==> config.mk <==
export PLATFORM = sky130hd
export DESIGN_NAME = rstvec_sequencer
export DESIGN_NICKNAME = d
export VERILOG_FILES = /design/src/rtl/rvs_pkg.sv /design/src/rtl/rvs_sync.sv /design/src/rtl/rvs_startup_timer.sv /design/src/rtl/rvs_vec_addr.sv /design/src/rtl/rvs_fetch_ctrl.sv /design/src/rtl/rstvec_sequencer.sv
export SDC_FILE = /design/constraint.sdc
export NUM_CORES = 1
export LEC_CHECK = 0
export ABC_AREA = 0
export BUFFER_PORTS_ARGS = -buffer_cell sky130_fd_sc_hd__buf_2
export CAP_MARGIN = 20
export CORE_AREA = 5 5 78 80
export DETAILED_ROUTE_END_ITERATION = 8
export DIE_AREA = 0 0 83 85
export PLACE_DENSITY = 0.61
export SYNTH_ARGS = -nofsm -noshare
export SYNTH_HDL_FRONTEND = slang
export SYNTH_SLANG_ARGS = --single-unit
==> constraint.sdc <==
create_clock -name clk -period 4 [get_ports clk]
set_input_delay 0.8 -clock clk [delete_from_list [all_inputs] [get_ports clk]]
set_output_delay 0.8 -clock clk [all_outputs]
set_load 0.02 [all_outputs]
==> src/rtl/rvs_pkg.sv <==
package rvs_pkg;

  typedef enum logic [2:0] {
    ST_HOLD   = 3'd0,
    ST_DELAY  = 3'd1,
    ST_VEC_HI = 3'd2,
    ST_VEC_LO = 3'd3,
    ST_RUN    = 3'd4
  } seq_state_e;

endpackage

==> src/rtl/rvs_sync.sv <==
module rvs_sync #(
  parameter int unsigned STAGES = 2
) (
  input  logic clk,
  input  logic rst_n,
  input  logic async_i,
  output logic sync_o
);

  logic [STAGES-1:0] stage_q;

  // Each flop resets to 0, i.e. reset asserted, until the pin is sampled high.
  for (genvar g = 0; g < STAGES; g++) begin : g_stage
    logic d;
    if (g == 0) begin : g_first
      assign d = async_i;
    end else begin : g_chain
      assign d = stage_q[g-1];
    end
    always_ff @(posedge clk or negedge rst_n) begin
      if (!rst_n) stage_q[g] <= 1'b0;
      else        stage_q[g] <= d;
    end
  end

  assign sync_o = stage_q[STAGES-1];

endmodule

==> src/rtl/rvs_startup_timer.sv <==
module rvs_startup_timer #(
  parameter int unsigned STARTUP_CYC = 4064
) (
  input  logic clk,
  input  logic rst_n,
  input  logic load_i,
  input  logic tick_i,
  output logic zero_o
);

  localparam int unsigned CNT_W   = (STARTUP_CYC > 1) ? $clog2(STARTUP_CYC) : 1;
  localparam logic [CNT_W-1:0] LOAD_VAL = CNT_W'(STARTUP_CYC - 1);

  logic [CNT_W-1:0] cnt_q, cnt_d;
  logic             cnt_en;

  always_comb begin
    cnt_en = load_i | (tick_i & (cnt_q != '0));
    cnt_d  = cnt_q;
    if (load_i)      cnt_d = LOAD_VAL;
    else if (cnt_en) cnt_d = cnt_q - 1'b1;
  end

  always_ff @(posedge clk or negedge rst_n) begin
    if (!rst_n)      cnt_q <= '0;
    else if (cnt_en) cnt_q <= cnt_d;
  end

  assign zero_o = (cnt_q == '0);

  // the counter never leaves its loaded range
  p_cnt_range_r2: assert property (@(posedge clk) disable iff (!rst_n)
    cnt_q <= LOAD_VAL);

  // a load always lands on the full count
  p_cnt_load_r2: assert property (@(posedge clk) disable iff (!rst_n)
    load_i |=> (cnt_q == LOAD_VAL));

endmodule

==> src/rtl/rvs_vec_addr.sv <==
module rvs_vec_addr #(
  parameter int unsigned ADDR_W      = 16,
  parameter int unsigned NATIVE_BASE = 'h0FFE,
  parameter int unsigned EMUL_BASE   = 'h07FE
) (
  input  logic              emul_i,
  input  logic              lo_i,
  output logic [ADDR_W-1:0] addr_o
);

  localparam logic [ADDR_W-1:0] NAT_A = ADDR_W'(NATIVE_BASE);
  localparam logic [ADDR_W-1:0] EMU_A = ADDR_W'(EMUL_BASE);

  logic [ADDR_W-1:0] base;

  always_comb begin
    base   = emul_i ? EMU_A : NAT_A;
    addr_o = base + ADDR_W'(lo_i);
  end

endmodule

==> src/rtl/rvs_fetch_ctrl.sv <==
module rvs_fetch_ctrl
  import rvs_pkg::*;
#(
  parameter int unsigned DATA_W = 8
) (
  input  logic              clk,
  input  logic              rst_n,
  input  logic              hold_i,
  input  logic              por_i,
  input  logic              mode_i,
  input  logic [DATA_W-1:0] rdata_i,
  input  logic              tmr_zero_i,
  output logic              tmr_load_o,
  output logic              tmr_tick_o,
  output logic              mode_q_o,
  output logic              lo_phase_o,
  output seq_state_e        state_o,
  output logic [2*DATA_W-1:0] pc_o,
  output logic              core_run_o
);

  localparam int unsigned PC_W = 2 * DATA_W;

  seq_state_e        state_q, state_d;
  logic              pend_q, pend_d;
  logic              mode_q, mode_en;
  logic [DATA_W-1:0] hi_q;
  logic              hi_en;
  logic [PC_W-1:0]   pc_q;
  logic              pc_en;

  // next-state logic
  always_comb begin
    state_d = state_q;
    if (hold_i) begin
      state_d = ST_HOLD;
    end else begin
      unique case (state_q)
        ST_HOLD:   state_d = pend_q ? ST_DELAY : ST_VEC_HI;
        ST_DELAY:  state_d = tmr_zero_i ? ST_VEC_HI : ST_DELAY;
        ST_VEC_HI: state_d = ST_VEC_LO;
        ST_VEC_LO: state_d = ST_RUN;
        ST_RUN:    state_d = ST_RUN;
        default:   state_d = ST_HOLD;
      endcase
    end
  end

  // pending power-on flag and register enables
  always_comb begin
    pend_d = pend_q;
    if (por_i)                                             pend_d = 1'b1;
    else if (state_q == ST_DELAY && tmr_zero_i && !hold_i) pend_d = 1'b0;
    mode_en    = (state_d == ST_VEC_HI) && (state_q != ST_VEC_HI);
    hi_en      = (state_q == ST_VEC_HI) && !hold_i;
    pc_en      = (state_q == ST_VEC_LO) && !hold_i;
    tmr_load_o = (state_q == ST_HOLD) && !hold_i && pend_q;
    tmr_tick_o = (state_q == ST_DELAY);
  end

  always_ff @(posedge clk or negedge rst_n) begin
    if (!rst_n) begin
      state_q <= ST_HOLD;
      pend_q  <= 1'b1;
    end else begin
      state_q <= state_d;
      pend_q  <= pend_d;
    end
  end

  always_ff @(posedge clk or negedge rst_n) begin
    if (!rst_n)       mode_q <= 1'b0;
    else if (mode_en) mode_q <= mode_i;
  end

  always_ff @(posedge clk or negedge rst_n) begin
    if (!rst_n)     hi_q <= '0;
    else if (hi_en) hi_q <= rdata_i;
  end

  always_ff @(posedge clk or negedge rst_n) begin
    if (!rst_n)     pc_q <= '0;
    else if (pc_en) pc_q <= {hi_q, rdata_i};
  end

  assign mode_q_o   = mode_q;
  assign lo_phase_o = (state_q == ST_VEC_LO);
  assign state_o    = state_q;
  assign pc_o       = pc_q;
  assign core_run_o = (state_q == ST_RUN);

  // core_run only rises out of the low-byte cycle
  p_load_order_r6: assert property (@(posedge clk) disable iff (!rst_n)
    $rose(core_run_o) |-> $past(state_q) == ST_VEC_LO);

  // pc holds while the core keeps running
  p_pc_stable_r7: assert property (@(posedge clk) disable iff (!rst_n)
    (core_run_o && $past(core_run_o)) |-> $stable(pc_q));

  // the latched mode cannot move inside a read sequence
  p_mode_hold_r9: assert property (@(posedge clk) disable iff (!rst_n)
    (state_q == ST_VEC_LO) |-> $stable(mode_q));

  // power-on forces the hold state on the next edge
  p_por_abort_r8: assert property (@(posedge clk) disable iff (!rst_n)
    por_i |=> (state_q == ST_HOLD));

  // the delay is only left once the timer has expired
  p_delay_exit_r2: assert property (@(posedge clk) disable iff (!rst_n)
    ($past(state_q) == ST_DELAY && state_q == ST_VEC_HI) |-> $past(tmr_zero_i));

endmodule

==> src/rtl/rstvec_sequencer.sv <==
module rstvec_sequencer
  import rvs_pkg::*;
#(
  parameter int unsigned DATA_W      = 8,
  parameter int unsigned STARTUP_CYC = 4064,
  parameter int unsigned SYNC_STAGES = 2,
  parameter int unsigned NATIVE_BASE = 'h0FFE,
  parameter int unsigned EMUL_BASE   = 'h07FE
) (
  input  logic                clk,
  input  logic                arst_n,
  input  logic                pwr_on,
  input  logic                rst_pin_n,
  input  logic                mode_emul,
  input  logic [DATA_W-1:0]   rd_data,
  output logic [2*DATA_W-1:0] bus_addr,
  output logic                bus_rd,
  output logic [2*DATA_W-1:0] pc,
  output logic                core_run
);

  localparam int unsigned ADDR_W = 2 * DATA_W;

  logic              pin_sync;
  logic              hold;
  logic              tmr_load, tmr_tick, tmr_zero;
  logic              mode_q, lo_phase;
  seq_state_e        state;
  logic [ADDR_W-1:0] live_addr, fetch_addr;

  rvs_sync #(.STAGES(SYNC_STAGES)) u_sync (
    .clk     (clk),
    .rst_n   (arst_n),
    .async_i (rst_pin_n),
    .sync_o  (pin_sync)
  );

  assign hold = pwr_on | ~pin_sync;

  rvs_startup_timer #(.STARTUP_CYC(STARTUP_CYC)) u_timer (
    .clk    (clk),
    .rst_n  (arst_n),
    .load_i (tmr_load),
    .tick_i (tmr_tick),
    .zero_o (tmr_zero)
  );

  rvs_fetch_ctrl #(.DATA_W(DATA_W)) u_ctrl (
    .clk        (clk),
    .rst_n      (arst_n),
    .hold_i     (hold),
    .por_i      (pwr_on),
    .mode_i     (mode_emul),
    .rdata_i    (rd_data),
    .tmr_zero_i (tmr_zero),
    .tmr_load_o (tmr_load),
    .tmr_tick_o (tmr_tick),
    .mode_q_o   (mode_q),
    .lo_phase_o (lo_phase),
    .state_o    (state),
    .pc_o       (pc),
    .core_run_o (core_run)
  );

  rvs_vec_addr #(.ADDR_W(ADDR_W), .NATIVE_BASE(NATIVE_BASE), .EMUL_BASE(EMUL_BASE)) u_live_vec (
    .emul_i (mode_emul),
    .lo_i   (1'b0),
    .addr_o (live_addr)
  );

  rvs_vec_addr #(.ADDR_W(ADDR_W), .NATIVE_BASE(NATIVE_BASE), .EMUL_BASE(EMUL_BASE)) u_fetch_vec (
    .emul_i (mode_q),
    .lo_i   (lo_phase),
    .addr_o (fetch_addr)
  );

  always_comb begin
    unique case (state)
      ST_VEC_HI, ST_VEC_LO: begin bus_addr = fetch_addr; bus_rd = 1'b1; end
      ST_RUN:               begin bus_addr = pc;         bus_rd = 1'b1; end
      default:              begin bus_addr = live_addr;  bus_rd = 1'b0; end
    endcase
  end

  // with no read in progress, the bus shows the live high-byte vector
  p_idle_addr_r1: assert property (@(posedge clk) disable iff (!arst_n)
    !bus_rd |-> (bus_addr == live_addr));

  // a running core always strobes its fetch
  p_run_strobe_r7: assert property (@(posedge clk) disable iff (!arst_n)
    core_run |-> (bus_rd && bus_addr == pc));

  // a synchronised pin assertion stops the core on the next edge
  p_pin_hold_r1: assert property (@(posedge clk) disable iff (!arst_n)
    !pin_sync |=> (!core_run && !bus_rd));

endmodule

After elaboration in Yosys (flattened, before gate mapping):

Cells that the tools add are included.

* logic and storage cells: 46
* output and inout bits: 34
* register bits after elaboration: 43
* bits of input ports: 13

* muxes and demuxes: 11
* add/sub/neg operators: 2
* bitwise logic cells: 4
* reductions and logical operators: 15
* equality and inequality tests: 6

Operators with widths (count)
* $mux 12: 3
* $pmux 16 s2: 1
* $add 16x1->16: 1
* $logic_not 12->1: 1
* $pmux 3 s4: 1
* $reduce_bool 12->1: 1
* $sub 12x1->12 const B: 1
* $eq 3x2->1 const B: 3
* $logic_and 1x1->1: 7
* $mux 2: 2
* $reduce_or 2->1: 2
* $eq 3x1->1 const B: 1
* $eq 3x3->1 const B: 1
* $logic_not 3->1: 1
* $mux 1: 3
* $mux 3: 1
* $ne 3x2->1 const B: 1
* $reduce_or 3->1: 1
* $or 1x1->1: 2
* $reduce_bool 2->1: 1
* $and 1x1->1: 1
* $logic_not 1->1: 1
* $not 1->1: 1

Longest topological paths before layout:

* depth in word-level cells: 6
* depth in mapped cells: 8
* mapped depth without buffers: 7

Modules after synthesis:

From an unflattened synthesis, not the netlist that was laid out.

* cell total of the unflattened synthesis: 277
* area, all modules: 2798.9 um2

By module, submodules not included
* rvs_fetch_ctrl: seq. area each 726.9 um2, cells an instance 81, area each 1243.7 um2, instances 1
* rvs_startup_timer: seq. area each 300.3 um2, cells an instance 75, area each 754.5 um2, instances 1
* rstvec_sequencer: seq. area each 0.0 um2, cells an instance 83, area each 503.0 um2, instances 1
* rvs_vec_addr: seq. area each 0.0 um2, cells an instance 18, area each 123.9 um2, instances 2
* rvs_sync: seq. area each 50.0 um2, cells an instance 2, area each 50.0 um2, instances 1

Worst setup path after synthesis:

OpenSTA, ideal clock, no wires.

* path type: register -> output
* start: register u_ctrl.state_q[2], in the netlist u_ctrl.state_o[2]
* end: output port bus_addr[11]
* cell stages (with the launch flop): 7
* buffers on the path: 2
* path slack: 1755 ps
* required time: 3200 ps
* arrival: 1445 ps
* path through: dfrtp_1 > clkbuf_1 > nand2b_1 > clkbuf_1 > nand2_1 > o21ai_0 > o21ai_0

* longest elaborated chain between the ends: 3
* elaborated cells between the ends (all ways): 6
* classes of those cells: add/sub: 1; eq/ne: 3; mux: 1; reduce/logical: 1

Ends and longest elaborated chain
* from (decl): line rvs_fetch_ctrl.sv:24 `seq_state_e state_q, state_d;`
* from (signal assigned): line rvs_fetch_ctrl.sv:66 `state_q <= state_d;`
* $eq 3x2->1, on equally long branches: line rvs_fetch_ctrl.sv:87, rstvec_sequencer.sv:78
* $add 16x1->16 or $reduce_or 2->1 (tied branches): line rvs_vec_addr.sv:18, rstvec_sequencer.sv:78
* $pmux 16 s2 (*): line rstvec_sequencer.sv:78 `unique case (state)`
* to (decl): line rstvec_sequencer.sv:16 `output logic [2*DATA_W-1:0] bus_addr,`

Mark *: on every way between the ends. The rest lies on a longest branch, timed or not.

Worst setup path after layout:

* start: register u_ctrl.state_q[2], in the netlist u_ctrl.state_o[2]
* end: output port bus_rd

* longest elaborated chain between the ends: 3
* elaborated cells between the ends (all ways): 5
* classes of those cells: eq/ne: 3; mux: 1; reduce/logical: 1

Ends and longest elaborated chain
* $eq 3x3->1 or $eq 3x2->1 (tied branches): line rstvec_sequencer.sv:78
* $reduce_or 3->1 (no source line) (*)
* $mux 1 (*): line rstvec_sequencer.sv:78
* to (decl): line rstvec_sequencer.sv:17 `output logic bus_rd,`

Marks and branches as above.

==> impl_results.md <==
- Max Fclk: 386 MHz
- Nets: 236
- Critical path class: flip-flop to output port
- Residual antenna-violating net count after detailed routing: 0
- Type of the most critical hold path: flip-flop to flip-flop
- H-tree Lvls: 2
- Placed wire-length estimate: 2.98 mm
- Net Count, Synth: 192
- Die extent in y: 85 µm
- Worst supply voltage drop on vdd: 0.219 mV
- Initial antenna violation count: 0
- Post-CTS clock slew at the launch and capture registers of the worst setup and hold paths: 80 ps
- Largest net degree at the start of global routing: 44
- Layout Cells excl Fill: 294
- Worst hold slack across all endpoints: 353 ps
- Number of buffers added on ports: 46
- Cell leakage power: 1.19 nW
- Final setup vio count: 0
- Worst slack at placement: 1470 ps
- Number of maximum-capacitance constraint violations: 0
- Sum Neg Setup Slack: 0 ps
- Die Span X: 83 µm
- Post-CTS setup buffer count: 0
- Post-route total power: 0.902 mW
- Pre-antenna DRT Iters: 4
- Critical Path Source: u_ctrl.state_o[2]
- Worst Slack Setup Final: 1410 ps
- Max-slew headroom at the worst pin: 0.360
- Crit path required time: 3200 ps
- Setup repair after global routing missed its margin: no
- Wirelength, routed: 4.15 mm
- GR Overflow Total: 0
- Number of rows created at floorplan: 27
- DRC marker count from the first detailed-route iteration: 90
- Clock latency reported for the late side of the worst-skew pair: 290 ps
- Largest clock skew in the final design: 9.53 ps
- CTS Buf Count: 5
- Last weighted congestion value of the routability-driven placer: 0.731
- Global-route wire length before repair: 7.13 mm
- Synthesized cell area: 2060 µm²
- Via count of the first global-routing pass: 1441
- Cts hold-fix bufs: 0
- Average cell area after synthesis: 11.6 µm²
- Final Hold Fails: 0
- Crit share post-route: 0.648
- Share of async-settable or async-resettable flops after synthesis: 1.00
- TritonCTS sink count: 43
- Post-Place Cells: 286
- Slew at the pin with the worst max-slew slack: 960 ps
- Ys Warns: 0
- Synthesis-to-layout area growth: 19.5%
- WL per Instance: 14.1 µm
- Residual DRC: 0
- Cell variety after synth: 40
- Initial Utilization: 0.386
- Routed via count divided by cell count: 4.93
- Total routing resource utilization after global routing: 0.123
- Setup crit start kind: flip-flop
- Areal power density over the cells: 367 nW/µm²
- Core Footprint: 5340 µm²
- Final slew viol count: 0
- FF+latch count, synth: 43
- Maximum number of buffers from clock root to sink: 2
- Outcome: complete, no violations
- Share of layout cells above drive strength 1: 0.383
- Hold wc startpoint: u_sync.g_stage[1].d
- Most instantiated flip-flop cell in the synthesis netlist: sky130_fd_sc_hd__dfrtp_1
- WP data arrival: 1790 ps
- Tmin final: 2590 ps
- Sequential-to-total area share from yosys stat: 0.523
- DIE AREA: 7060 µm²
- Clock root buffer master: sky130_fd_sc_hd__clkbuf_8
- Endpoint type of the worst setup path: output port
- Top-Level Pins: 47
- Count of instances resized after the clock tree is built: 0
- Number of synthesized flops with an enable pin: 0
- Via count of the routed design: 1450
- Post-synthesis instance total: 177
- TritonCTS clock tree: built
- Crit-path max FO: 13
- Startpoint of the worst register-to-register path: u_timer.cnt_q[0]
- Antenna diodes: 0
==> logic make-up (layout without fill, tap and decap cells) <==
logic type / count (synthesis) / count (layout) / synth area share
XOR/XNOR: 8 / 8 / 0.0340
flip-flops: 43 / 43 / 0.523
AO/OA/AOI/OAI: 12 / 12 / 0.0426
AND/OR/NAND/NOR: 70 / 70 / 0.202
adder cells (fa/ha/maj): 2 / 2 / 0.0122
buffers and inverters: 14 / 59 / 0.0340
multiplexers: 28 / 28 / 0.151
==> per-stage QoR <==
step / util / area, µm²
2_1_floorplan: - / 2060
3_3_place_gp: 0.436 / 2330
3_5_place_dp: 0.436 / 2330
4_1_cts: 0.461 / 2460
5_1_grt: 0.461 / 2460
6_report: 0.461 / 2460
==> layout by cell type, fill, tap and decap left out, drive strengths merged, types with 2 or more instances in the layout <==
master   n
buf     46
dfrtp   42
mux2    25
nand2   17
or3     14
nor2     7
xnor2    7
o21ai    6
clkbuf   6
inv      5
and3     4
or2      4
nor4     4
nand2b   3
mux2i    3
nor2b    3
a21o     2
nor3     2
nand3    2
or4      2
ha       2
bufinv   2
nor4b    2
==> cell type report <==
type	instances	area, µm²
Multi-Input combinational cell	120	911
Fill cell	528	2880
Clock buffer	6	72.6
Sequential cell	43	1080
Timing Repair Buffer	46	230
Clock inverter	2	60.1
Tap cell	72	90.1
Inverter	5	18.8
==> worst paths after layout <==
kind / cells after the start / slack, ps / endpoint
max: 4 / 1410 / bus_rd
min: 0 / 350 / u_sync.sync_o
max reg2reg: 7 / 1520 / u_ctrl.mode_q_o
min reg2reg: 0 / 350 / u_sync.sync_o
max in group asynchronous: 1 / 2740 / u_ctrl.mode_q_o
min in group asynchronous: 1 / 670 / u_ctrl.state_o[2]
==> per-layer routing <==
metal	track usage	vias to the layer above	wire, µm
li1	-	703	-
met1	0.177	704	1950
met2	0.185	39	1940
met3	0.0291	4	207
met4	0.0357	0	47
met5	0	-	0
==> synth_stat cells, drive strengths merged, types with 3 or more instances <==
cell type	number	area, µm²
mux2i	3	30.0
nor4	4	40.0
nor2	7	26.3
mux2	25	282
o21ai	6	30.0
inv	5	18.8
xnor2	7	61.3
nand2	17	63.8
or2	4	25.0
buf	4	32.5
or3	14	92.6
nor2b	3	18.8
clkbuf	5	18.8
dfrtp	42	1050
and3	4	25.0
nand2b	3	18.8
==> worst max-delay path: stages, from the launching register on <==
cell                       delay [ps]
sky130_fd_sc_hd__dfrtp_1          510
sky130_fd_sc_hd__nand2b_1         380
sky130_fd_sc_hd__nor2_1           150
sky130_fd_sc_hd__or2_2            300
sky130_fd_sc_hd__buf_2            160
==> state kept, by name (all words and copies together), names as in the netlist <==
signal and flops:
u_ctrl.state_o 3, u_ctrl.pend_q 1, u_sync.sync_o 1, u_timer.cnt_q 12
u_sync.g_stage.d 1, u_ctrl.mode_q_o 1, u_ctrl.hi_q 8, u_ctrl.pc_o 16
==> report_power, final <==
part           internal (mW)  switching (mW)  leakage [nW]
registers              0.445         0.00985         0.538
clock network          0.250           0.143        0.0654
logic                 0.0195          0.0343         0.585
total                  0.714           0.187          1.19
Note: power is estimated with default switching activity, not from simulation.
